==> config.mk <==
export PLATFORM = sky130hd
export DESIGN_NAME = ir_biphase_decoder
export DESIGN_NICKNAME = d
export VERILOG_FILES = /design/src/rtl/ir_dec_pkg.sv /design/src/rtl/ir_line_sync.sv /design/src/rtl/ir_slot_timer.sv /design/src/rtl/ir_frame_fsm.sv /design/src/rtl/ir_biphase_decoder.sv
export SDC_FILE = /design/constraint.sdc
export NUM_CORES = 1
export LEC_CHECK = 0
export BUFFER_PORTS_ARGS = -buffer_cell sky130_fd_sc_hd__buf_2
export CORE_MARGIN = 3
export CORE_UTILIZATION = 35
export CTS_CLUSTER_SIZE = 16
export DETAILED_ROUTE_END_ITERATION = 6
export GPL_ROUTABILITY_DRIVEN = 0
export GPL_TIMING_DRIVEN = 0
export PLACE_DENSITY = 0.51
export RECOVER_POWER = 100
export SYNTH_ARGS = -nofsm -noshare
export SYNTH_HDL_FRONTEND = slang
export SYNTH_HIERARCHICAL = 1
export SYNTH_SLANG_ARGS = --single-unit
==> constraint.sdc <==
create_clock -name clk_i -period 1.77 [get_ports clk_i]
set_input_delay 0.354 -clock clk_i [delete_from_list [all_inputs] [get_ports clk_i]]
set_output_delay 0.354 -clock clk_i [all_outputs]
set_load 0.005 [all_outputs]
==> src/rtl/ir_dec_pkg.sv <==
package ir_dec_pkg;
  localparam int CODE_W = 31;
  localparam int IDX_W  = $clog2(CODE_W);
  localparam logic [CODE_W-1:0] CHECK_MASK = 31'h437F7E00;

  typedef enum logic [2:0] {
    ST_IDLE,
    ST_CHK,
    ST_DAT,
    ST_DONE,
    ST_ERR
  } dec_state_e;

  function automatic logic is_chk_pos(logic [IDX_W-1:0] idx);
    return CHECK_MASK[idx];
  endfunction
endpackage

==> src/rtl/ir_line_sync.sv <==
module ir_line_sync (
  input  logic clk_i,
  input  logic rst_ni,
  input  logic ir_i,
  output logic lvl_o,
  output logic edge_o
);
  logic [1:0] meta_q;
  logic       prev_q;

  always_ff @(posedge clk_i or negedge rst_ni) begin
    if (!rst_ni) begin
      meta_q <= '0;
      prev_q <= 1'b0;
    end else begin
      meta_q <= {meta_q[0], ir_i};
      prev_q <= meta_q[1];
    end
  end

  assign lvl_o  = meta_q[1];
  assign edge_o = meta_q[1] ^ prev_q;
endmodule

==> src/rtl/ir_slot_timer.sv <==
module ir_slot_timer #(
  parameter int CLKS_PER_US = 1,
  parameter int SLOT_US     = 416,
  parameter int ERR_GAP_US  = 10000
) (
  input  logic clk_i,
  input  logic rst_ni,
  input  logic lvl_i,
  input  logic edge_i,
  output logic slot_o,
  output logic slot_lvl_o,
  output logic gap_o
);
  localparam int HALF_US = SLOT_US / 2;
  localparam int UW      = $clog2(SLOT_US + 1);
  localparam int RW      = $clog2(ERR_GAP_US + 2);

  logic tick;

  generate
    if (CLKS_PER_US > 1) begin : g_presc
      localparam int PW = $clog2(CLKS_PER_US);
      logic [PW-1:0] pcnt_q;
      always_ff @(posedge clk_i or negedge rst_ni) begin
        if (!rst_ni)                              pcnt_q <= '0;
        else if (pcnt_q == PW'(CLKS_PER_US - 1))  pcnt_q <= '0;
        else                                      pcnt_q <= pcnt_q + 1'b1;
      end
      assign tick = (pcnt_q == PW'(CLKS_PER_US - 1));
    end else begin : g_nopresc
      assign tick = 1'b1;
    end
  endgenerate

  logic [UW-1:0] ucnt_q, ucnt_nx;
  logic [RW-1:0] rcnt_q;
  logic          slot_q, slot_lvl_q, gap_q;

  assign ucnt_nx = (ucnt_q == UW'(SLOT_US - 1)) ? '0 : ucnt_q + 1'b1;

  always_ff @(posedge clk_i or negedge rst_ni) begin
    if (!rst_ni) begin
      ucnt_q     <= '0;
      rcnt_q     <= '0;
      slot_q     <= 1'b0;
      slot_lvl_q <= 1'b0;
      gap_q      <= 1'b0;
    end else begin
      slot_q     <= 1'b0;
      gap_q      <= 1'b0;
      slot_lvl_q <= lvl_i;
      if (edge_i) begin
        ucnt_q <= '0;
        rcnt_q <= '0;
      end else if (tick) begin
        ucnt_q <= ucnt_nx;
        slot_q <= (ucnt_nx == UW'(HALF_US));
        if (rcnt_q != RW'(ERR_GAP_US + 1)) rcnt_q <= rcnt_q + 1'b1;
        gap_q  <= !lvl_i && (rcnt_q == RW'(ERR_GAP_US));
      end
    end
  end

  assign slot_o     = slot_q;
  assign slot_lvl_o = slot_lvl_q;
  assign gap_o      = gap_q;

  p_slot_single_r2: assert property (@(posedge clk_i) disable iff (!rst_ni)
    slot_o |=> !slot_o);
  p_gap_single_r7: assert property (@(posedge clk_i) disable iff (!rst_ni)
    gap_o |=> !gap_o);
  p_gap_space_r7: assert property (@(posedge clk_i) disable iff (!rst_ni)
    gap_o |-> !slot_lvl_o);
endmodule

==> src/rtl/ir_frame_fsm.sv <==
module ir_frame_fsm
  import ir_dec_pkg::*;
(
  input  logic              clk_i,
  input  logic              rst_ni,
  input  logic              abort_i,
  input  logic              slot_i,
  input  logic              lvl_i,
  input  logic              gap_i,
  output logic [CODE_W-1:0] code_o,
  output logic              valid_o,
  output logic              error_o
);
  dec_state_e        state_q, state_d;
  logic [CODE_W-1:0] sh_q, sh_d, nsh, code_q, code_d;
  logic [IDX_W-1:0]  idx_q, idx_d;
  logic              chk_q, chk_d, val_q, val_d, err_q, err_d;

  assign nsh = {sh_q[CODE_W-2:0], ~lvl_i};

  always_comb begin
    state_d = state_q;
    sh_d    = sh_q;
    idx_d   = idx_q;
    chk_d   = chk_q;
    code_d  = code_q;
    val_d   = 1'b0;
    err_d   = 1'b0;
    if (abort_i) begin
      state_d = ST_IDLE;
    end else if (state_q == ST_ERR) begin
      if (gap_i) state_d = ST_IDLE;
    end else if (slot_i) begin
      unique case (state_q)
        ST_IDLE: if (lvl_i) begin
          sh_d    = '0;
          idx_d   = IDX_W'(CODE_W - 1);
          state_d = ST_CHK;
        end
        ST_CHK: begin
          if (is_chk_pos(idx_q)) begin
            chk_d   = lvl_i;
            state_d = ST_DAT;
          end else if (lvl_i) begin
            state_d = ST_ERR;
            err_d   = 1'b1;
          end else begin
            state_d = ST_DAT;
          end
        end
        ST_DAT: begin
          sh_d = nsh;
          if (is_chk_pos(idx_q) && (chk_q != ~(nsh[1] | nsh[0]))) begin
            state_d = ST_ERR;
            err_d   = 1'b1;
          end else if (idx_q == '0) begin
            state_d = ST_DONE;
          end else begin
            idx_d   = idx_q - 1'b1;
            state_d = ST_CHK;
          end
        end
        ST_DONE: begin
          if (lvl_i) begin
            state_d = ST_ERR;
            err_d   = 1'b1;
          end else begin
            code_d  = sh_q;
            val_d   = 1'b1;
            state_d = ST_IDLE;
          end
        end
        default: state_d = ST_IDLE;
      endcase
    end
  end

  always_ff @(posedge clk_i or negedge rst_ni) begin
    if (!rst_ni) begin
      state_q <= ST_IDLE;
      sh_q    <= '0;
      idx_q   <= '0;
      chk_q   <= 1'b0;
      code_q  <= '0;
      val_q   <= 1'b0;
      err_q   <= 1'b0;
    end else begin
      state_q <= state_d;
      sh_q    <= sh_d;
      idx_q   <= idx_d;
      chk_q   <= chk_d;
      code_q  <= code_d;
      val_q   <= val_d;
      err_q   <= err_d;
    end
  end

  assign code_o  = code_q;
  assign valid_o = val_q;
  assign error_o = err_q;

  p_strobe_excl_r9: assert property (@(posedge clk_i) disable iff (!rst_ni)
    !(valid_o && error_o));
  p_code_hold_r9: assert property (@(posedge clk_i) disable iff (!rst_ni)
    !$stable(code_o) |-> valid_o);
  p_valid_done_r6: assert property (@(posedge clk_i) disable iff (!rst_ni)
    valid_o |-> (state_q == ST_IDLE || state_q == ST_CHK));
  p_err_enter_r7: assert property (@(posedge clk_i) disable iff (!rst_ni)
    error_o |-> (state_q == ST_ERR || state_q == ST_IDLE));
  p_err_quiet_r7: assert property (@(posedge clk_i) disable iff (!rst_ni)
    (state_q == ST_ERR && !abort_i) |=> !error_o && !valid_o);
  p_abort_idle_r8: assert property (@(posedge clk_i) disable iff (!rst_ni)
    abort_i |=> (state_q == ST_IDLE) && !valid_o && !error_o);
endmodule

==> src/rtl/ir_biphase_decoder.sv <==
module ir_biphase_decoder
  import ir_dec_pkg::*;
#(
  parameter int CLKS_PER_US = 100,
  parameter int SLOT_US     = 416,
  parameter int ERR_GAP_US  = 10000
) (
  input  logic              clk_i,
  input  logic              rst_ni,
  input  logic              abort_i,
  input  logic              ir_i,
  output logic [CODE_W-1:0] code_o,
  output logic              valid_o,
  output logic              error_o
);
  logic lvl, edge_det, slot, slot_lvl, gap;

  ir_line_sync u_sync (
    .clk_i  (clk_i),
    .rst_ni (rst_ni),
    .ir_i   (ir_i),
    .lvl_o  (lvl),
    .edge_o (edge_det)
  );

  ir_slot_timer #(
    .CLKS_PER_US (CLKS_PER_US),
    .SLOT_US     (SLOT_US),
    .ERR_GAP_US  (ERR_GAP_US)
  ) u_timer (
    .clk_i      (clk_i),
    .rst_ni     (rst_ni),
    .lvl_i      (lvl),
    .edge_i     (edge_det),
    .slot_o     (slot),
    .slot_lvl_o (slot_lvl),
    .gap_o      (gap)
  );

  ir_frame_fsm u_fsm (
    .clk_i   (clk_i),
    .rst_ni  (rst_ni),
    .abort_i (abort_i),
    .slot_i  (slot),
    .lvl_i   (slot_lvl),
    .gap_i   (gap),
    .code_o  (code_o),
    .valid_o (valid_o),
    .error_o (error_o)
  );
endmodule

==> metrics.cfg, run 1 <==
[grt]
grt_usage_pct=14.0
grt_pass1_wl_microns=18100
grt_max_degree=57
grt.overflow.total=0
grt_pass1_vias=3612
antenna_found_initial=0

[routing]
viasPerCell=5.05
routedWlPerCell_microns=14.9
drt-total-wl_microns=10900
routed-via-count=3685
first_iter_violations=181
drt_pass1_iterations=4
ant_nets=0
drcViolationCount=0

[final_layout]
ff_latch_area_sq_um=2740
n_fill_cell=1339
area_delta_synth_final_pct=23.3
final_nets=562
drive_above_1_share_pct=24.4
multi_input_comb_area_sq_um=2260
finish.utilization_pct=45.1
diodes=0

[logic_synthesis]
ys_ff_latch=109
ys.flop_type=dfrtp_1
syn-cell-area_sq_um=4960
synth_cell_types=61
synth_edf_count=0
async_flop_share_pct=100
yosysSeqAreaShare_pct=55.0
syn_avg_cell_area_sq_um=10.3
ys_warn_count=6
postSynthCellCount=481
syn_nets=495

[min_path]
hp-start=ir_i
min_to=u_sync/meta_q[0]
whs_path_depth=1
worstHoldPathType=in2reg

[critical_path]
cp_slowest_stage_delay_ps=580
crit_path_end_kind=flop
r2r_setup_slack_ps=-160
cp.required_ps=2070
crit_slowest_cell=or4_4
worstSetupPathType=reg2reg
cp-start-kind=flop
rr_startpoint=u_fsm/idx_q[0]
path_cells=inv_2 > ha_4 > mux2i_4 > o21ai_4 > or4_4 > a211oi_4 > a21o_1
startpoint=u_fsm/idx_q[0]
critPathMaxFanout=5
critPathArrivalTime_ps=2230
rr_worst_depth=7
reg2reg_to=u_fsm/state_q[2]

[sta]
setup_viol=72
fmax_mhz=517
skew_ps=7.00
final.setup.tns_ps=-3890
hold_violations=0
min_period_over_period_pct=109
finalWorstSetupSlack_ps=-165
slew_viol_final=0
max_slew_margin_pct=6.37
period_needed_ps=1930
worstMarginPinSlew_ps=1400
rsz0062_at_grt=yes

[placement]
hpwl_microns=6940
portBuffers=36

[cts]
cts_tree=built
cts.sinks=109
cts_root_buf=clkbuf_16
cts_buffers=9
clk_pin_slew_ps=70
ctsLongestPathBuffers=2
cts_hold_buf=0
clk-insertion-delay-late_ps=360
htreeDepth=3

[pwr]
power_density_nw_per_um2=749
peakVddDrop_v=0.000530
leakage_nw=2.87

[floorplan]
core_sq_um=13600
die_x_microns=125
row_count=42
initial_core_util_pct=36.6
ios=37
die_area_sq_um=15600
die_h_microns=125

[flow_run]
cap_violations=0

[status]
violations=negative setup slack
status=finished with violations

critical path: cells and delay by family (launching register included):
kind                       cells  cell delay [ps]
AOI/OAI and AO/OA              3              470
adders and majority gates      1              170
buffers and inverters          1               70
DFF                            1              410
muxes                          1              170
and+or+nand+nor                1              580
Yosys cell counts (all sizes together), types with 3 or more instances:
| cell | n | area, sq um |
|---|---|---|
| nand2 | 114 | 438 |
| or4 | 3 | 26.3 |
| nand2b | 4 | 32.5 |
| and2 | 3 | 18.8 |
| o21ai | 10 | 50.0 |
| nor2b | 5 | 31.3 |
| nand3b | 3 | 22.5 |
| xnor2 | 12 | 105 |
| xor2 | 9 | 78.8 |
| ha | 10 | 125 |
| a21oi | 11 | 55.1 |
| a22o | 31 | 272 |
| nor3 | 8 | 45.0 |
| mux2 | 4 | 48.8 |
| clkbuf | 15 | 56.3 |
| nand4 | 7 | 43.8 |
| or3 | 3 | 18.8 |
| nand3 | 14 | 70.1 |
| mux2i | 5 | 50.1 |
| nor2 | 38 | 143 |
| a211oi | 3 | 32.5 |
| inv | 10 | 37.5 |
| nor4 | 6 | 37.5 |
| and3 | 8 | 50.1 |
| dfrtp | 109 | 2730 |
| buf | 9 | 78.8 |
routing by layer:
layer,part of all wire [%],GRT usage (%)
met5,0,0
met4,1.1,3.83
met3,3.5,4.05
met2,50,23.8
met1,46,17.6
cell usage in the layout, fill, tap and decap left out, types with 4 or more instances in the layout:
cell type	Yosys	layout
nor2b_1	5	5
nand2_1	112	112
clkbuf_1	15	14
nand3_1	14	12
xor2_1	9	8
dfrtp_1	109	101
clkbuf_2	0	9
xnor2_1	12	12
dfrtp_2	0	8
a22o_1	31	31
buf_2	3	28
nand4_1	7	7
o21ai_0	9	7
buf_4	1	13
and3_1	8	8
buf_8	0	4
nor3_2	1	4
nor2_1	38	35
nor3_1	7	4
nor4_1	6	4
buf_6	5	6
a21oi_1	11	9
inv_1	10	7
mux2i_1	5	4
ha_1	10	6
clkbuf_16	0	10
worst max-delay path by stage:
stage	to	slack [ps]	depth (start not counted)
after floorplan	u_fsm/sh_q[0]	10	6
after global placement	u_fsm/code_o[15]	-960	1
after detailed placement	u_timer/ucnt_q[6]	-290	7
after CTS	u_fsm/state_q[2]	-160	7
after global routing	u_fsm/state_q[2]	-240	7
final	u_fsm/state_q[2]	-160	7
cell families (layout without fill, tap and decap cells):
kind of cell	Yosys count	in the layout	synth area share (%)
compound gates	72	72	11.1
xor+xnor	21	21	3.71
fa+ha+maj	10	10	2.52
buf+inv	34	106	3.48
flops	109	109	55.0
mux	9	9	1.99
simple gates	226	226	22.2
what timing repair did:
action | CTS | global route
pin swaps | 24 | 29
gates cloned | 3 | 1
setup buffers | 13 | 6
resized for setup | 46 | 41
setup endpoints to repair | 87 | 80
report_power, final:
group          total, mW  internal (mW)  leakage (nW)  switching (mW)
clock               1.99           1.02         0.147           0.971
combinational     0.0905         0.0126          1.24          0.0779
sequential          2.50           2.49          1.48         0.00465
total               4.58           3.53          2.87            1.05
registers in the layout (all words and copies together) (netlist names), 2 cells and up:
register / flops
u_fsm/code_o: 31
u_fsm/sh_q: 31
u_timer/rcnt_q: 14
u_timer/ucnt_q: 9
u_timer/g_presc.pcnt_q: 7
u_fsm/idx_q: 5
u_fsm/state_q: 3
u_sync/meta_q: 2
cell type report:
| class | count | share of cell area [%] |
|---|---|---|
| clock inverters | 6 | 0.880 |
| inverters | 10 | 0.614 |
| flip-flops and latches | 109 | 44.8 |
| well taps | 176 | 3.60 |
| multi-input cells | 338 | 36.9 |
| clock buffers | 10 | 3.91 |
| repair buffers | 60 | 6.76 |
| plain buffers | 20 | 2.50 |
per-stage QoR:
step / cells / power (mW) / cell area, sq um / setup WS, ps / hold WS, ps
finish: 729 / 4.58 / 6110 / -165 / 103
global route: 729 / 4.78 / 6110 / -244 / 80.9
CTS: 725 / 4.66 / 6010 / -156 / 74.0
detailed placement: 694 / 2.65 / 5400 / -293 / 343
global placement: 693 / 2.64 / 5370 / -956 / 335
floorplan: 481 / 2.57 / 4960 / 12.1 / 58.4
Power figures use the tool's default switching activity.
==> run 2, diff against run 1 <==
--- a/config.mk
+++ b/config.mk
@@ -6,6 +6,7 @@
 export NUM_CORES = 1
 export LEC_CHECK = 0
 export BUFFER_PORTS_ARGS = -buffer_cell sky130_fd_sc_hd__buf_2
+export CORE_ASPECT_RATIO = 1.2
 export CORE_MARGIN = 3
 export CORE_UTILIZATION = 35
 export CTS_CLUSTER_SIZE = 16
==> metrics.cfg, run 2 (synthesis gave the netlist of run 1 again) <==
[sta]
finalWorstSetupSlack_ps=-172  ; -6.91 ps
setup_viol=52  ; -28%
hold_violations=0  ; unchanged
max_slew_margin_pct=29.7  ; +23 points
min_period_over_period_pct=110  ; +0.39 points
slew_viol_final=0  ; unchanged
skew_ps=9.09  ; +2.08 ps
fmax_mhz=515  ; -0.36%
rsz0062_at_grt=yes
period_needed_ps=1940  ; +6.91 ps
holdWs_ps=108  ; +4.66 ps
worstMarginPinSlew_ps=1050  ; -350 ps

[final_layout]
final_cell_mix=nand2_1 (112), dfrtp_1 (104), nor2_1 (34), a22o_1 (31), buf_2 (24)
diodes=0  ; unchanged
final_common_cell=nand2_1
fin_cells=732  ; +0.41%
final_nets=570  ; +1.4%
finish.utilization_pct=44.6  ; -0.45 points
drive_above_1_share_pct=23.7  ; -0.70 points
fin_area_sq_um=6170  ; +0.90%
area_delta_synth_final_pct=24.4

[cts]
cts.sinks=109  ; unchanged
cts_hold_buf=0  ; unchanged
clk-insertion-delay-late_ps=350  ; about the same
ctsLongestPathBuffers=2  ; unchanged
cts_root_buf=clkbuf_16
clk_pin_slew_ps=70  ; about the same
cts_buffers=9  ; unchanged
cts_tree=built
htreeDepth=3  ; unchanged

[grt]
grt_pass1_wl_microns=18100  ; unchanged
grt.overflow.total=0  ; unchanged
grt_max_degree=69  ; +21%
antenna_found_initial=0  ; unchanged
grt_usage_pct=14.4  ; +0.36 points
grt_pass1_vias=3730  ; +3.3%

[critical_path]
worstSetupPathType=reg2reg
cp-start-kind=flop
cp.required_ps=2040  ; -30 ps
critPathArrivalTime_ps=2210  ; -20 ps
crit_path_end_kind=flop
critPathMaxFanout=4  ; -1

[floorplan]
row_count=47  ; +12%
die_area_sq_um=15600  ; about the same
die_x_microns=115  ; -8.3%
core_sq_um=13800  ; +1.9%
die_h_microns=136  ; +9.1%
ios=37  ; unchanged
initial_core_util_pct=35.9  ; -0.69 points

[status]
violations=negative setup slack
status=finished with violations

[min_path]
worstHoldPathType=in2reg

[routing]
drt_pass1_iterations=6  ; +2
drcViolationCount=0  ; unchanged
first_iter_violations=232  ; +28%
routed-via-count=3718  ; +0.90%
ant_nets=0  ; unchanged
routedWlPerCell_microns=14.8  ; -0.99%
viasPerCell=5.08  ; +0.48%
drt-total-wl_microns=10800  ; -0.58%

[pwr]
power_frac_comb_pct=2.0  ; about the same
pwr-share-clk_pct=44.7  ; +1.2 points
p_seq_share_pct=53.3  ; -1.2 points
p_int_mw=3.63  ; +2.9%
power_density_nw_per_um2=760  ; +1.4%
p_switching_mw=1.06  ; +0.44%
leakage_nw=2.92  ; +2.0%
peakVddDrop_v=0.000624  ; +18%
p_sw_share_pct=22.6  ; -0.42 points

[placement]
hpwl_microns=6870  ; -0.89%
dpl_cell_area_sq_um=5390  ; -0.12%
portBuffers=36  ; unchanged
dp_slack_ps=-314  ; -21.2 ps
dp_cells=689  ; -0.72%

[flow_run]
cap_violations=0  ; unchanged

run 2: cell types whose count changed in the layout (fill, tap and decap cells not counted), moves of 2 or more:
cell / delta
nor3_2: -3
nor4_4: -2
dfrtp_1: +3
dfrtp_2: -3
nor3_1: +2
clkbuf_1: +3
buf_4: +8
buf_2: -4
o21ai_0: +2
nor4_2: +3
run 2: critical path, cell delays in order, from the launching register on:
cell	delay (ps)
dfrtp_1	390
inv_2	90
ha_4	180
mux2i_4	170
o21ai_4	80
or4_4	570
buf_6	130
nor4b_4	120
o22ai_1	130
run 2: layer usage:
metal	wire length, microns	GRT usage, %
met5	0	0
met4	159	5.68
met3	325	2.54
met2	5480	24.4
met1	4830	18.1
run 2: power by group through the flow:
stage          clock network (mW)  logic, mW  registers, mW
6_report                     2.10     0.0946           2.50
3_5_place_dp                    0      0.103           2.55
4_1_cts                      2.16      0.104           2.50
3_3_place_gp                    0     0.0924           2.55
2_1_floorplan                   0     0.0254           2.54
5_1_grt                      2.26      0.112           2.50
run 2: stage by stage:
stage / TNS [ps] / power (mW)
2_1_floorplan: 0 / 2.57
3_3_place_gp: -113540 / 2.64
3_5_place_dp: -10180 / 2.65
4_1_cts: -3710 / 4.76
5_1_grt: -10020 / 4.87
6_report: -3630 / 4.69
run 2: timing repair:
item	4_1_cts	5_1_grt
resized for setup	47	47
buffers inserted	20	7
endpoints found under the setup margin	86	88
cloned	4	0
hold endpoints to repair	0	0
pin swaps	37	17
run 2: area by class of cell:
class / count / area, sq um
Fill cell: 1315 / 7650
Sequential cell: 109 / 2730
Multi-Input combinational cell: 338 / 2270
Timing Repair Buffer: 67 / 444
Clock buffer: 9 / 225
Tap cell: 171 / 214
Buffer: 21 / 156
Clock inverter: 7 / 81.3
Inverter: 10 / 37.5
run 2: worst paths after layout:
path | from | endpoint | slack (ps) | depth (start not counted)
hold reg to reg | u_sync/meta_q[0] | u_sync/meta_q[1] | 370 | 0
min in group asynchronous | rst_ni | u_fsm/code_o[24] | 180 | 1
setup / recovery | u_fsm/idx_q[1] | u_fsm/idx_q[4] | -170 | 8
hold / removal | ir_i | u_sync/meta_q[0] | 110 | 1
max in group asynchronous | rst_ni | u_timer/rcnt_q[3] | 360 | 2
setup reg to reg | u_fsm/idx_q[1] | u_fsm/idx_q[4] | -170 | 8
==> run 3, diff against run 2 <==
--- a/config.mk
+++ b/config.mk
@@ -5,15 +5,15 @@
 export SDC_FILE = /design/constraint.sdc
 export NUM_CORES = 1
 export LEC_CHECK = 0
-export BUFFER_PORTS_ARGS = -buffer_cell sky130_fd_sc_hd__buf_2
 export CORE_ASPECT_RATIO = 1.2
 export CORE_MARGIN = 3
 export CORE_UTILIZATION = 35
 export CTS_CLUSTER_SIZE = 16
 export DETAILED_ROUTE_END_ITERATION = 6
+export DONT_BUFFER_PORTS = 1
 export GPL_ROUTABILITY_DRIVEN = 0
 export GPL_TIMING_DRIVEN = 0
-export PLACE_DENSITY = 0.51
+export PLACE_DENSITY = 0.49
 export RECOVER_POWER = 100
 export SYNTH_ARGS = -nofsm -noshare
 export SYNTH_HDL_FRONTEND = slang
==> constraint.sdc (replaced) <==
create_clock -name clk_i -period 1.77 [get_ports clk_i]
set_input_delay 0.354 -clock clk_i [delete_from_list [all_inputs] [get_ports clk_i]]
set_output_delay 0.354 -clock clk_i [all_outputs]
set_load 0.05 [all_outputs]
==> metrics.cfg, run 3 (synthesis gave the netlist of run 1 again) <==
[routing]
drt_pass1_iterations=4  ; -2
drcViolationCount=0  ; unchanged
first_iter_violations=186  ; -20%
viasPerCell=5.14  ; +1.2%
routed-via-count=3567  ; -4.1%
routedWlPerCell_microns=15.2  ; +2.7%
drt-total-wl_microns=10500  ; -2.6%
ant_nets=0  ; unchanged

[pwr]
pwr-share-clk_pct=43.2  ; -1.5 points
leakage_nw=2.76  ; -5.7%
peakVddDrop_v=0.000730  ; +17%
power_density_nw_per_um2=746  ; -1.8%
p_seq_share_pct=55.8  ; +2.5 points
p_switching_mw=0.993  ; -6.2%
p_total_mw=4.47  ; -4.6%
p_int_mw=3.48  ; -4.2%
p_sw_share_pct=22.2  ; -0.36 points
power_frac_comb_pct=0.9  ; -1.1 points

[floorplan]
die_area_sq_um=15600  ; unchanged
die_h_microns=136  ; unchanged
core_sq_um=13800  ; unchanged
row_count=47  ; unchanged
die_x_microns=115  ; unchanged
initial_core_util_pct=35.9  ; unchanged
ios=37  ; unchanged

[final_layout]
ff_latch_area_sq_um=2730  ; unchanged
final_nets=532  ; -6.7%
n_fill_cell=1318  ; +0.23%
diodes=0  ; unchanged
final_cell_mix=nand2_1 (112), dfrtp_1 (104), nor2_1 (35), a22o_1 (31), buf_4 (21)
drive_above_1_share_pct=21.8  ; -1.9 points
final_common_cell=nand2_1
area_delta_synth_final_pct=20.9
multi_input_comb_area_sq_um=2300  ; +1.2%

[cts]
ctsLongestPathBuffers=2  ; unchanged
clk_pin_slew_ps=80  ; about the same
cts_tree=built
cts_buffers=9  ; unchanged
clk-insertion-delay-late_ps=350  ; about the same
htreeDepth=3  ; unchanged
cts_root_buf=clkbuf_16
cts.sinks=109  ; unchanged

[sta]
setup_viol=36  ; -31%
rsz0062_at_grt=yes
finalWorstSetupSlack_ps=-165  ; +6.21 ps
hold_violations=109  ; +109
slew_viol_final=0  ; unchanged
worstMarginPinSlew_ps=520  ; -535 ps
min_period_over_period_pct=109  ; -0.35 points
fmax_mhz=517  ; +0.32%
final.setup.tns_ps=-1190  ; +2450 ps
period_needed_ps=1940  ; -6.21 ps
holdWs_ps=-308  ; -416 ps
skew_ps=6.54  ; -2.54 ps
max_slew_margin_pct=65.4  ; +36 points

[placement]
hpwl_microns=6720  ; -2.2%
portBuffers=0  ; -100%
dp_slack_ps=-279  ; +34.8 ps

[grt]
grt_max_degree=110  ; +59%
grt_pass1_vias=3708  ; -0.59%
grt_pass1_wl_microns=18100  ; +0.38%
grt_usage_pct=14.4  ; about the same
antenna_found_initial=0  ; unchanged
grt.overflow.total=0  ; unchanged

[min_path]
worstHoldPathType=in2async

[critical_path]
critPathArrivalTime_ps=2220  ; about the same
cp_slowest_stage_delay_ps=580  ; about the same
worstSetupPathType=reg2reg
crit_slowest_cell=or4_4
crit_family=simple AND/OR/NAND/NOR gates
crit_buf_inv=1  ; -1
critPathMaxFanout=5  ; +1
crit_path_end_kind=flop
cp.required_ps=2060  ; +20 ps
cp-start-kind=flop
path_cells=inv_2 > ha_4 > nand3_4 > o21ai_4 > or4_4 > a211oi_4 > a21o_1

[status]
violations=negative hold slack, negative setup slack
status=finished with violations

[flow_run]
cap_violations=0  ; unchanged

run 3: changes by cell type in the layout (fill, tap and decap cells not counted), moves of 2 or more:
cell	before	now
buf_2	24	2
nor4_2	3	0
nor4_4	0	3
buf_6	7	3
clkbuf_1	17	2
buf_12	1	3
clkinvlp_4	0	3
inv_6	2	0
clkbuf_2	10	13
run 3: cell type report:
class	instances	area share, %
plain buffers	20	2.48
clock buffers	9	3.76
clock inverters	7	0.981
inverters	10	0.626
multi-input cells	338	38.4
flip-flops and latches	109	45.6
well taps	171	3.57
repair buffers	30	4.55
run 3: metrics by stage:
stage	utilization, %	std cells	area [sq um]
5_1_grt	43.4	694	5990
3_5_place_dp	37.5	652	5180
6_report	43.4	694	5990
3_3_place_gp	37.5	652	5180
4_1_cts	41.9	684	5780
2_1_floorplan	-	481	4960
run 3: timing repair:
action / 4_1_cts / 5_1_grt
buffers inserted: 13 / 15
setup endpoints to repair: 83 / 84
hold endpoints to repair: 109 / 109
gates resized for setup: 43 / 45
cloned: 4 / 0
pin swaps: 19 / 35
run 3: worst paths after layout:
check	startpoint	end	slack, ps	depth (start not counted)
min	rst_ni	u_fsm/code_o[24]	-310	0
max in group asynchronous	rst_ni	u_timer/ucnt_q[0]	1870	0
max	u_fsm/idx_q[1]	u_fsm/state_q[2]	-170	7
max reg2reg	u_fsm/idx_q[1]	u_fsm/state_q[2]	-170	7
min reg2reg	u_sync/meta_q[0]	u_sync/meta_q[1]	350	0
min in group clk_i	ir_i	u_sync/meta_q[0]	30	0
run 3: per-layer routing:
layer,global-route usage (%),wire (microns)
met1,18.0,4590
met4,5.48,172
met2,24.7,5430
met3,2.40,324
met5,0,0
run 3: power by group through the flow:
| stage | Combinational [mW] | Clock, mW | Sequential [mW] |
|---|---|---|---|
| 3_5_place_dp | 0.0373 | 0 | 2.55 |
| 4_1_cts | 0.0382 | 2.02 | 2.50 |
| 6_report | 0.0405 | 1.93 | 2.50 |
| 5_1_grt | 0.0452 | 2.10 | 2.50 |
| 2_1_floorplan | 0.0254 | 0 | 2.54 |
| 3_3_place_gp | 0.0373 | 0 | 2.55 |
